<file path="src/rtl/nest_irq_pkg.sv">
package nest_irq_pkg;

  typedef enum logic [2:0] {
    OP_EN_SET   = 3'd0,
    OP_EN_CLR   = 3'd1,
    OP_PEND_SET = 3'd2,
    OP_PEND_CLR = 3'd3,
    OP_PRIO     = 3'd4,
    OP_GROUP    = 3'd5
  } wr_op_e;

  // preemption part: stored priority with the subpriority bits shifted out
  function automatic logic [7:0] pre_part(input logic [7:0] prio, input logic [2:0] grp);
    return prio >> grp;
  endfunction

  // vector slot: external lines follow sixteen fixed slots of four bytes
  function automatic logic [31:0] vec_addr(input logic [31:0] base, input logic [7:0] id);
    return base + ((32'd16 + {24'd0, id}) << 2);
  endfunction

endpackage

</file>
<file path="src/rtl/nest_irq_lines.sv">
module nest_irq_lines
  import nest_irq_pkg::*;
#(
  parameter int N_IRQ     = 8,
  parameter int PRIO_BITS = 4,
  parameter int IW        = 3,
  parameter int GW        = 3
) (
  input  logic                           clk,
  input  logic                           rst_n,
  input  logic [N_IRQ-1:0]               irq_req,
  input  logic                           wr_en,
  input  wr_op_e                         wr_op,
  input  logic [N_IRQ-1:0]               wr_mask,
  input  logic [IW-1:0]                  wr_line,
  input  logic [7:0]                     wr_prio,
  input  logic                           take,
  input  logic [IW-1:0]                  take_id,
  input  logic                           drop,
  input  logic [IW-1:0]                  drop_id,
  output logic [N_IRQ-1:0]               en_q,
  output logic [N_IRQ-1:0]               pend_q,
  output logic [N_IRQ-1:0]               act_q,
  output logic [N_IRQ-1:0][PRIO_BITS-1:0] prio_q,
  output logic [GW-1:0]                  grp_q
);

  logic [GW-1:0] grp_d;
  assign grp_d = (wr_prio > 8'(PRIO_BITS)) ? GW'(PRIO_BITS) : GW'(wr_prio);

  always_ff @(posedge clk) begin
    if (!rst_n)
      grp_q <= '0;
    else if (wr_en && wr_op == OP_GROUP)
      grp_q <= grp_d;
  end

  for (genvar i = 0; i < N_IRQ; i++) begin : g_line
    logic en_set, en_clr, pd_set, pd_clr, act_set, act_clr, pr_wr;

    assign en_set  = wr_en && wr_op == OP_EN_SET   && wr_mask[i];
    assign en_clr  = wr_en && wr_op == OP_EN_CLR   && wr_mask[i];
    assign pd_set  = irq_req[i] || (wr_en && wr_op == OP_PEND_SET && wr_mask[i]);
    assign act_set = take && take_id == IW'(i);
    assign pd_clr  = (wr_en && wr_op == OP_PEND_CLR && wr_mask[i]) || act_set;
    assign act_clr = drop && drop_id == IW'(i);
    assign pr_wr   = wr_en && wr_op == OP_PRIO && wr_line == IW'(i);

    always_ff @(posedge clk) begin
      if (!rst_n) begin
        en_q[i]   <= 1'b0;
        pend_q[i] <= 1'b0;
        act_q[i]  <= 1'b0;
        prio_q[i] <= '0;
      end else begin
        if (en_set)      en_q[i] <= 1'b1;
        else if (en_clr) en_q[i] <= 1'b0;
        if (pd_clr)      pend_q[i] <= 1'b0;
        else if (pd_set) pend_q[i] <= 1'b1;
        if (act_set)      act_q[i] <= 1'b1;
        else if (act_clr) act_q[i] <= 1'b0;
        if (pr_wr)       prio_q[i] <= wr_prio[7 -: PRIO_BITS];
      end
    end
  end

endmodule

</file>
<file path="src/rtl/nest_irq_pick.sv">
module nest_irq_pick #(
  parameter int N_IRQ     = 8,
  parameter int PRIO_BITS = 4,
  parameter int IW        = 3
) (
  input  logic [N_IRQ-1:0]                cand,
  input  logic [N_IRQ-1:0][PRIO_BITS-1:0] prio,
  output logic                            valid,
  output logic [IW-1:0]                   idx,
  output logic [PRIO_BITS-1:0]            best
);

  // strict compare keeps the lower index on a tie
  always_comb begin
    valid = 1'b0;
    idx   = '0;
    best  = '0;
    for (int i = 0; i < N_IRQ; i++) begin
      if (cand[i] && (!valid || prio[i] < best)) begin
        valid = 1'b1;
        idx   = IW'(i);
        best  = prio[i];
      end
    end
  end

endmodule

</file>
<file path="src/rtl/nest_irq_ctrl.sv">
module nest_irq_ctrl
  import nest_irq_pkg::*;
#(
  parameter int          N_IRQ     = 8,
  parameter int          PRIO_BITS = 4,
  parameter logic [31:0] VEC_BASE  = 32'h0,
  localparam int         IW        = (N_IRQ > 1) ? $clog2(N_IRQ) : 1,
  localparam int         LVL_W     = PRIO_BITS + 1
) (
  input  logic              clk,
  input  logic              rst_n,
  input  logic [N_IRQ-1:0]  irq_req,
  input  logic              wr_en,
  input  logic [2:0]        wr_op,
  input  logic [N_IRQ-1:0]  wr_mask,
  input  logic [IW-1:0]     wr_line,
  input  logic [7:0]        wr_prio,
  input  logic              ack,
  input  logic              ret,
  output logic              irq_out,
  output logic [IW-1:0]     irq_id,
  output logic [31:0]       irq_vector,
  output logic [LVL_W-1:0]  run_level,
  output logic [N_IRQ-1:0]  en_state,
  output logic [N_IRQ-1:0]  pend_state,
  output logic [N_IRQ-1:0]  act_state
);

  localparam int             GW   = $clog2(PRIO_BITS + 1);
  localparam logic [LVL_W-1:0] IDLE = LVL_W'(1 << PRIO_BITS);

  logic [N_IRQ-1:0][PRIO_BITS-1:0] prio_q;
  logic [GW-1:0]        grp_q;
  logic [N_IRQ-1:0]     pend_cand;
  logic                 best_valid, act_valid;
  logic [IW-1:0]        best_id, act_id;
  logic [PRIO_BITS-1:0] best_prio, act_prio;
  logic [LVL_W-1:0]     new_pre;
  logic                 take, drop;

  nest_irq_lines #(
    .N_IRQ(N_IRQ), .PRIO_BITS(PRIO_BITS), .IW(IW), .GW(GW)
  ) u_lines (
    .clk     (clk),
    .rst_n   (rst_n),
    .irq_req (irq_req),
    .wr_en   (wr_en),
    .wr_op   (wr_op_e'(wr_op)),
    .wr_mask (wr_mask),
    .wr_line (wr_line),
    .wr_prio (wr_prio),
    .take    (take),
    .take_id (best_id),
    .drop    (drop),
    .drop_id (act_id),
    .en_q    (en_state),
    .pend_q  (pend_state),
    .act_q   (act_state),
    .prio_q  (prio_q),
    .grp_q   (grp_q)
  );

  assign pend_cand = pend_state & en_state;

  nest_irq_pick #(.N_IRQ(N_IRQ), .PRIO_BITS(PRIO_BITS), .IW(IW)) u_pick_pend (
    .cand  (pend_cand),
    .prio  (prio_q),
    .valid (best_valid),
    .idx   (best_id),
    .best  (best_prio)
  );

  // the most urgent active line is the one running
  nest_irq_pick #(.N_IRQ(N_IRQ), .PRIO_BITS(PRIO_BITS), .IW(IW)) u_pick_act (
    .cand  (act_state),
    .prio  (prio_q),
    .valid (act_valid),
    .idx   (act_id),
    .best  (act_prio)
  );

  assign new_pre   = LVL_W'(pre_part(8'(best_prio), 3'(grp_q)));
  assign run_level = act_valid ? LVL_W'(pre_part(8'(act_prio), 3'(grp_q))) : IDLE;
  assign irq_out   = best_valid && (new_pre < run_level);
  assign irq_id    = best_id;
  assign irq_vector = vec_addr(VEC_BASE, 8'(best_id));
  assign take      = ack && irq_out;
  assign drop      = ret && act_valid;

endmodule

</file>
<file path="config.mk">
export PLATFORM = sky130hd
export DESIGN_NAME = nest_irq_ctrl
export DESIGN_NICKNAME = d
export VERILOG_FILES = /design/src/rtl/nest_irq_pkg.sv /design/src/rtl/nest_irq_lines.sv /design/src/rtl/nest_irq_pick.sv /design/src/rtl/nest_irq_ctrl.sv
export SDC_FILE = /design/constraint.sdc
export NUM_CORES = 1
export LEC_CHECK = 0
export ABC_AREA = 1
export ABC_CLOCK_PERIOD_IN_PS = 22200
export BUFFER_PORTS_ARGS = -buffer_cell sky130_fd_sc_hd__buf_2
export CORE_UTILIZATION = 42
export CTS_BUF_LIST = sky130_fd_sc_hd__clkbuf_4 sky130_fd_sc_hd__clkbuf_8 sky130_fd_sc_hd__clkbuf_16
export CTS_CLUSTER_SIZE = 30
export DETAILED_ROUTE_END_ITERATION = 10
export REMOVE_ABC_BUFFERS = 1
export SLEW_MARGIN = 20
export SYNTH_ARGS = -nofsm -noshare
export SYNTH_HDL_FRONTEND = slang
export SYNTH_SLANG_ARGS = --single-unit
</file>
<file path="constraint.sdc">
create_clock -name clk -period 22.2 [get_ports clk]
set_input_delay 2.22 -clock clk [delete_from_list [all_inputs] [get_ports clk]]
set_output_delay 2.22 -clock clk [all_outputs]
set_load 0.1 [all_outputs]
</file>
# --- After elaboration in Yosys (flattened, before gate mapping) ---
# Cells that the tools add are included.
word_totals:
  register_bits: 59
op_classes:
  n_reduce_logical: 151
  add_sub_neg: 1
  mux: 80
  n_eq_ne: 26
  n_lt_le_gt_ge: 16
  n_bitwise: 2
  shifts: 2
op_table:
  columns: ["cell", "n"]
  rows:
  - ["logical AND 1 bit", 79]
  - ["two-way mux 4 bit", 16]
  - ["less-than comparator 4 bit", 14]
  - ["two-way mux 1 bit", 50]
  - ["equality test 3 bit (second input constant)", 14]
  - ["nonzero test 2 bit", 16]
  - ["logical OR 1 bit", 30]
  - ["two-way mux 3 bit", 9]
  - ["equality test 3 x 2 -> 1 bit (second input constant)", 8]
  - ["OR reduction 2 bit", 8]
  - ["zero test 1 bit", 14]
  - ["equality test 3 x 1 -> 1 bit (second input constant)", 4]
  - ["zero test 3 bit", 4]
  - ["right shift 4 x 3 -> 5 bit", 2]
  - ["AND 8 bit", 1]
  - ["greater-than comparator 8 x 3 -> 1 bit (second input constant)", 1]
  - ["two-way mux 2 bit", 4]
  - ["adder 5 x 3 -> 6 bit (first input constant)", 1]
  - ["less-than comparator 5 bit", 1]
  - ["two-way mux 5 bit", 1]
  - ["inverter 1 bit", 1]

# --- Longest topological paths before layout ---
depth:
  ltp_word: 37
  mapped_depth: 78
  mapped_depth_nobuf: 77

# --- Cells and area by module ---
# A second synthesis with hierarchy kept.
unflattened:
  cells_unflattened: 909
  hier_area_um2: 5521.5
by_module_without_submodules:
  columns: ["mod", "n_inst", "seq_area_each_um2", "cells_each", "area_each_um2"]
  rows:
  - ["nest_irq_lines", 1, 1181.1, 395, 2677.6]
  - ["nest_irq_pick", 2, 0.0, 201, 1114.8]
  - ["nest_irq_ctrl", 1, 0.0, 112, 614.3]

# --- Worst setup path after synthesis ---
# No wires, ideal clock.
synth_timing:
  kind: "register to output"
  start: "reg u_lines.act_q[0]"
  end: "out irq_out"
  path_slack_ns: 9.084
  t_required_ns: 19.980
  arrival_ns: 10.896
  path_stages_with_launch: 56
  n_path_buf: 1
  cell_sequence: "dfxtp_1 -> buf_6 -> nand2_1 -> ha_1 -> a21oi_1 -> nand2_1 -> nand2_2 -> nand2_4 -> o21ai_0 -> ha_1 -> a21oi_1 -> nand2_1 -> nand2_2 -> nand2_4 -> o21ai_0 -> ha_1 -> a21oi_1 -> nand2_1 -> [... 20 more ...] -> nand2_2 -> nand2_4 -> o21ai_0 -> ha_1 -> a21oi_1 -> nand2_2 -> nand2_4 -> nand3_1 -> nand2_1 -> o21ai_0 -> a31oi_1 -> a21oi_1 -> nor2_1 -> inv_1 -> ha_1 -> a21oi_1 -> o221ai_1 -> a21oi_1"
synth_between:
  elab_chain_len: 33
synth_rtl:
  columns: ["item", "line_no", "text"]
  rows:
  - ["from (decl)", "nest_irq_lines.sv:23", "output logic [N_IRQ-1:0] act_q,"]
  - ["from (signal, indexed assignment)", "nest_irq_lines.sv:53", "act_q[i] <= 1'b0;"]
  - ["from (signal, indexed assignment)", "nest_irq_lines.sv:60", "if (act_set) act_q[i] <= 1'b1;"]
  - ["from (signal, indexed assignment)", "nest_irq_lines.sv:61", "else if (act_clr) act_q[i] <= 1'b0;"]
  - ["two-way mux 4 bit / two-way mux 1 bit (equally long branches)", "nest_irq_pick.sv:19", "if (cand[i] && (!valid || prio[i] < best)) begin"]
  - ["less-than comparator 4 bit / zero test 1 bit (equally long branches)", "nest_irq_pick.sv:19", null]
  - ["logical OR 1 bit", "nest_irq_pick.sv:19", null]
  - ["logical AND 1 bit", "nest_irq_pick.sv:19", null]
  - ["two-way mux 4 bit / two-way mux 1 bit (equally long branches)", "nest_irq_pick.sv:19", null]
  - ["less-than comparator 4 bit / zero test 1 bit (equally long branches)", "nest_irq_pick.sv:19", null]
  - ["logical OR 1 bit", "nest_irq_pick.sv:19", null]
  - ["logical AND 1 bit", "nest_irq_pick.sv:19", null]
  - ["[... 18 more ...]", null, null]
  - ["logical OR 1 bit", "nest_irq_pick.sv:19", null]
  - ["logical AND 1 bit", "nest_irq_pick.sv:19", null]
  - ["two-way mux 4 bit", "nest_irq_pick.sv:19", null]
  - ["right shift 4 x 3 -> 5 bit", "nest_irq_pkg.sv:14", "return prio >> grp;"]
  - ["two-way mux 5 bit (*)", "nest_irq_ctrl.sv:83", "assign run_level = act_valid ? LVL_W'(pre_part(8'(act_prio), 3'(grp_q))) : IDLE;"]
  - ["named net run_level[1]", "nest_irq_ctrl.sv:23", "output logic [LVL_W-1:0] run_level,"]
  - ["less-than comparator 5 bit (*)", "nest_irq_ctrl.sv:84", "assign irq_out = best_valid && (new_pre < run_level);"]
  - ["logical AND 1 bit (*)", "nest_irq_ctrl.sv:84", null]
  - ["to (decl)", "nest_irq_ctrl.sv:20", "output logic irq_out,"]
# The timed path passes the listed nets; every way through them passes the cells marked *.

# --- Final worst setup path ---
layout_timing:
  start: "reg u_lines.act_q[0]"
  end: "out irq_out"
layout_between:
  elab_chain_len: 33
layout_rtl:
  columns: ["item", "line_no"]
  rows:
  - ["two-way mux 4 bit / two-way mux 1 bit (equally long branches)", "nest_irq_pick.sv:19"]
  - ["less-than comparator 4 bit / zero test 1 bit (equally long branches)", "nest_irq_pick.sv:19"]
  - ["logical OR 1 bit", "nest_irq_pick.sv:19"]
  - ["logical AND 1 bit", "nest_irq_pick.sv:19"]
  - ["two-way mux 4 bit / two-way mux 1 bit (equally long branches)", "nest_irq_pick.sv:19"]
  - ["less-than comparator 4 bit / zero test 1 bit (equally long branches)", "nest_irq_pick.sv:19"]
  - ["logical OR 1 bit", "nest_irq_pick.sv:19"]
  - ["logical AND 1 bit", "nest_irq_pick.sv:19"]
  - ["[... 17 more ...]", null]
  - ["less-than comparator 4 bit / zero test 1 bit (equally long branches)", "nest_irq_pick.sv:19"]
  - ["logical OR 1 bit", "nest_irq_pick.sv:19"]
  - ["logical AND 1 bit", "nest_irq_pick.sv:19"]
  - ["two-way mux 4 bit", "nest_irq_pick.sv:19"]
  - ["right shift 4 x 3 -> 5 bit", "nest_irq_pkg.sv:14"]
  - ["two-way mux 5 bit (*)", "nest_irq_ctrl.sv:83"]
  - ["less-than comparator 5 bit (*)", "nest_irq_ctrl.sv:84"]
  - ["logical AND 1 bit (*)", "nest_irq_ctrl.sv:84"]
# Every way passes the cells marked *; elsewhere a longest branch is shown, timed or not.

==> out/metrics.csv <==
metric,value,unit
outcome,"finished, final reports clean",
irDropWorstVdd,0.0000358,V
nets,965,
grt_pass1_wl,24700,um
finalCritPeriodShare,0.520,
cp.required,19.98,ns
dp.cells,1021,
whs,0.497,ns
ys_warn_count,0,
timing.final.crit_period,11.55,ns
path_max_fanout,9,
grt_use_met1,0.344,
ant_nets,0,
synth_top_area_share,0.229,
setup_tns,0,ns
synth-edff-count,0,
start_util,0.431,
hold_depth,2,
io_pins,100,
start_kind,register,
hpwlAfterDp,11500,um
max_clock_freq,86.6,MHz
critPathArrivalTime,9.33,ns
whs_endpoint,u_lines.en_q[7]$_SDFFE_PN0P_,
reg2reg_from,u_lines.act_q[0]$_SDFFE_PN0P_,
setup_violations,0,
overflow,0,
insertion_delay,0.34,ns
grt_pass1_vias,4898,
synth.mux.area_fraction,0,
cts_resized,0,
globalRouteMet2Util,0.396,
die_y,113,um
worst_pin_slew,0.788,ns
numCtsBuffers,9,
die_area,0.0127,mm^2
track_usage,0.247,
report.final.slew_viol_count,0,
synthArstFlopShare,0,
synthMostInstantiatedCell,nand2_1,
path_class,reg2out,
relSlewSlack,0.470,
syn-cell-area,0.00515,mm^2
ys_seq_area_frac,0.229,
hp-class,reg2reg,
root_buffer,clkbuf_16,
clkTransAtPathRegs,0.06,ns
routed_via_density,5.02,
core,0.0120,mm^2
fin_cells,1037,
synth_xor_area_frac,0,
drt_first_pass_iters,5,
yosys.area_share.adder,0.109,
p_total,0.000317,W
netlist_top_cells_count,"201 x nand2_1, 117 x inv_1, 87 x o21ai_0",
drt_iter0_drc,299,
gp_congestion,0.916,
reg2reg_slack,12.98,ns
postCtsSetupRepairBufs,0,
critPathSlowestCell,dfxtp_1,
hp-start,u_lines.en_q[7]$_SDFFE_PN0P_,
ctsHoldBuffers,0,
io_buffer_count,70,
num-fill-cells,1287,
fin_skew,0.00781,ns
maxCapViolCount,0,
yosys-top-cells-area,"dfxtp_1 23%, nand2_1 15%, ha_1 11%",
top_usage_layer,met2,
grtUsageMet3,0.0434,
cts.sinks,59,
num_antenna_cells,0,
cts_tree,built,
rsz0062_at_grt,no,
num_rows,40,
hold_violations,0,
leakage,3.21,nW
cp-end-kind,primary output,
path_buf_inv,2,
crit_top_cell,nand2_1,
die_w,113,um
syn2layout_area_growth,12.4,%
antenna_found_initial,0,
critPathMaxStageDelay,0.50,ns
reg2reg_depth,57,
grt_max_degree,45,
synth_top_family_by_area,simple AND/OR/NAND/NOR gates,
pwr_density_cell,54.8,mW/mm^2
synth_compound_area_frac,0.168,
synth_area_leader_cell,dfxtp_1,
wirelength,14500,um
avgSynthCellArea,6.29,um^2
layout-drive-gt1-share,0.162,
yosys.area_share.simple,0.347,
drc,0,
r2r_end,u_lines.pend_q[1]$_SDFFE_PP0P_,
yosysUniqueCellTypes,31,
synth_seq_cells,59,
clockBufferDepth,2,
avgRoutedWirePerCell,14.0,um
vias,5202,
synthFlopType,dfxtp_1,
crit_family,compound AO/OA/AOI/OAI gates,
htreeDepth,3,
synth_cells,819,
stage by stage:
step | cell area [um^2] | setup slack, ns | util
2_1_floorplan | 4970 | 9.02 | -
3_3_place_gp | 5500 | 11.01 | 0.460
3_5_place_dp | 5500 | 11.06 | 0.460
4_1_cts | 5790 | 10.68 | 0.484
5_1_grt | 5790 | 9.46 | 0.484
6_report | 5790 | 10.65 | 0.484
power by group:
part           internal [W]  switching [W]
Sequential         0.000108     0.00000244
Combinational     0.0000126      0.0000597
Clock             0.0000794      0.0000549
Total              0.000200       0.000117
cell type report:
class / instances / area [um^2] / area share
clock buffer: 10 / 239 / 0.0413
clock inverter: 6 / 48.8 / 0.00843
inverter: 122 / 458 / 0.0791
multi-input combinational: 623 / 3330 / 0.575
sequential: 59 / 1180 / 0.204
tap: 147 / 184 / 0.0318
timing repair buffer: 70 / 350 / 0.0605
flip-flops by register name, indices dropped and copies added, names as in the netlist:
signal and flops:
u_lines.act_q 8, u_lines.en_q 8, u_lines.grp_q 3, u_lines.pend_q 8, u_lines.prio_q 32
worst max-delay path by stage:
stage	startpoint	endpoint	slack [ns]	depth (start not counted)
2_1_floorplan	u_lines.act_q[0]$_SDFFE_PN0P_	irq_out	9.02	54
3_3_place_gp	u_lines.act_q[0]$_SDFFE_PN0P_	irq_out	11.01	57
3_5_place_dp	u_lines.act_q[0]$_SDFFE_PN0P_	irq_out	11.06	55
4_1_cts	u_lines.act_q[0]$_SDFFE_PN0P_	irq_out	10.68	55
5_1_grt	u_lines.act_q[0]$_SDFFE_PN0P_	irq_out	9.46	61
6_report	u_lines.act_q[0]$_SDFFE_PN0P_	irq_out	10.65	55
layout by cell type (no fill, tap or decap):
cell type and count:
a32oi_1 2, clkbuf_16 9, o21ai_0 87, inv_2 2, nor2_2 1, clkinvlp_4 3, inv_1 117, nand2_4 15
nor3_1 3, a211oi_1 1, nor4_1 2, nand2_1 201, a21oi_1 71, nand4_2 1, nand4_1 9, inv_6 2
nand2_2 29, clkinv_1 3, nor2_1 53, or2_2 2, clkinv_4 1, o21a_1 4, clkbuf_8 1, a31oi_1 2
and2_1 2, nand3_1 55, ha_1 45, nand3_2 7, conb_1 29, dfxtp_1 59, o221ai_1 1, nor2_4 1
buf_2 70
layer usage:
layer	part of all wire	wire length [um]
met2	0.45	6450
met4	0.0096	139
met3	0.051	741
met5	0	0
met1	0.49	7160
cells by family after synthesis:
group,count (synthesis)
AND/OR/NAND/NOR,381
adder cells (fa/ha/maj),45
AO/OA/AOI/OAI,168
flip-flops,59
buffers and inverters,164
other,2
worst register-to-register path, delay by kind of cell (launching register included):
kind            cells  cell delay (ns)
compound gates     17             3.18
simple gates       29             2.73
fa+ha+maj           8             2.31
flops               1             0.50
buf+inv             3             0.38
(Power assumes the default switching activity.)
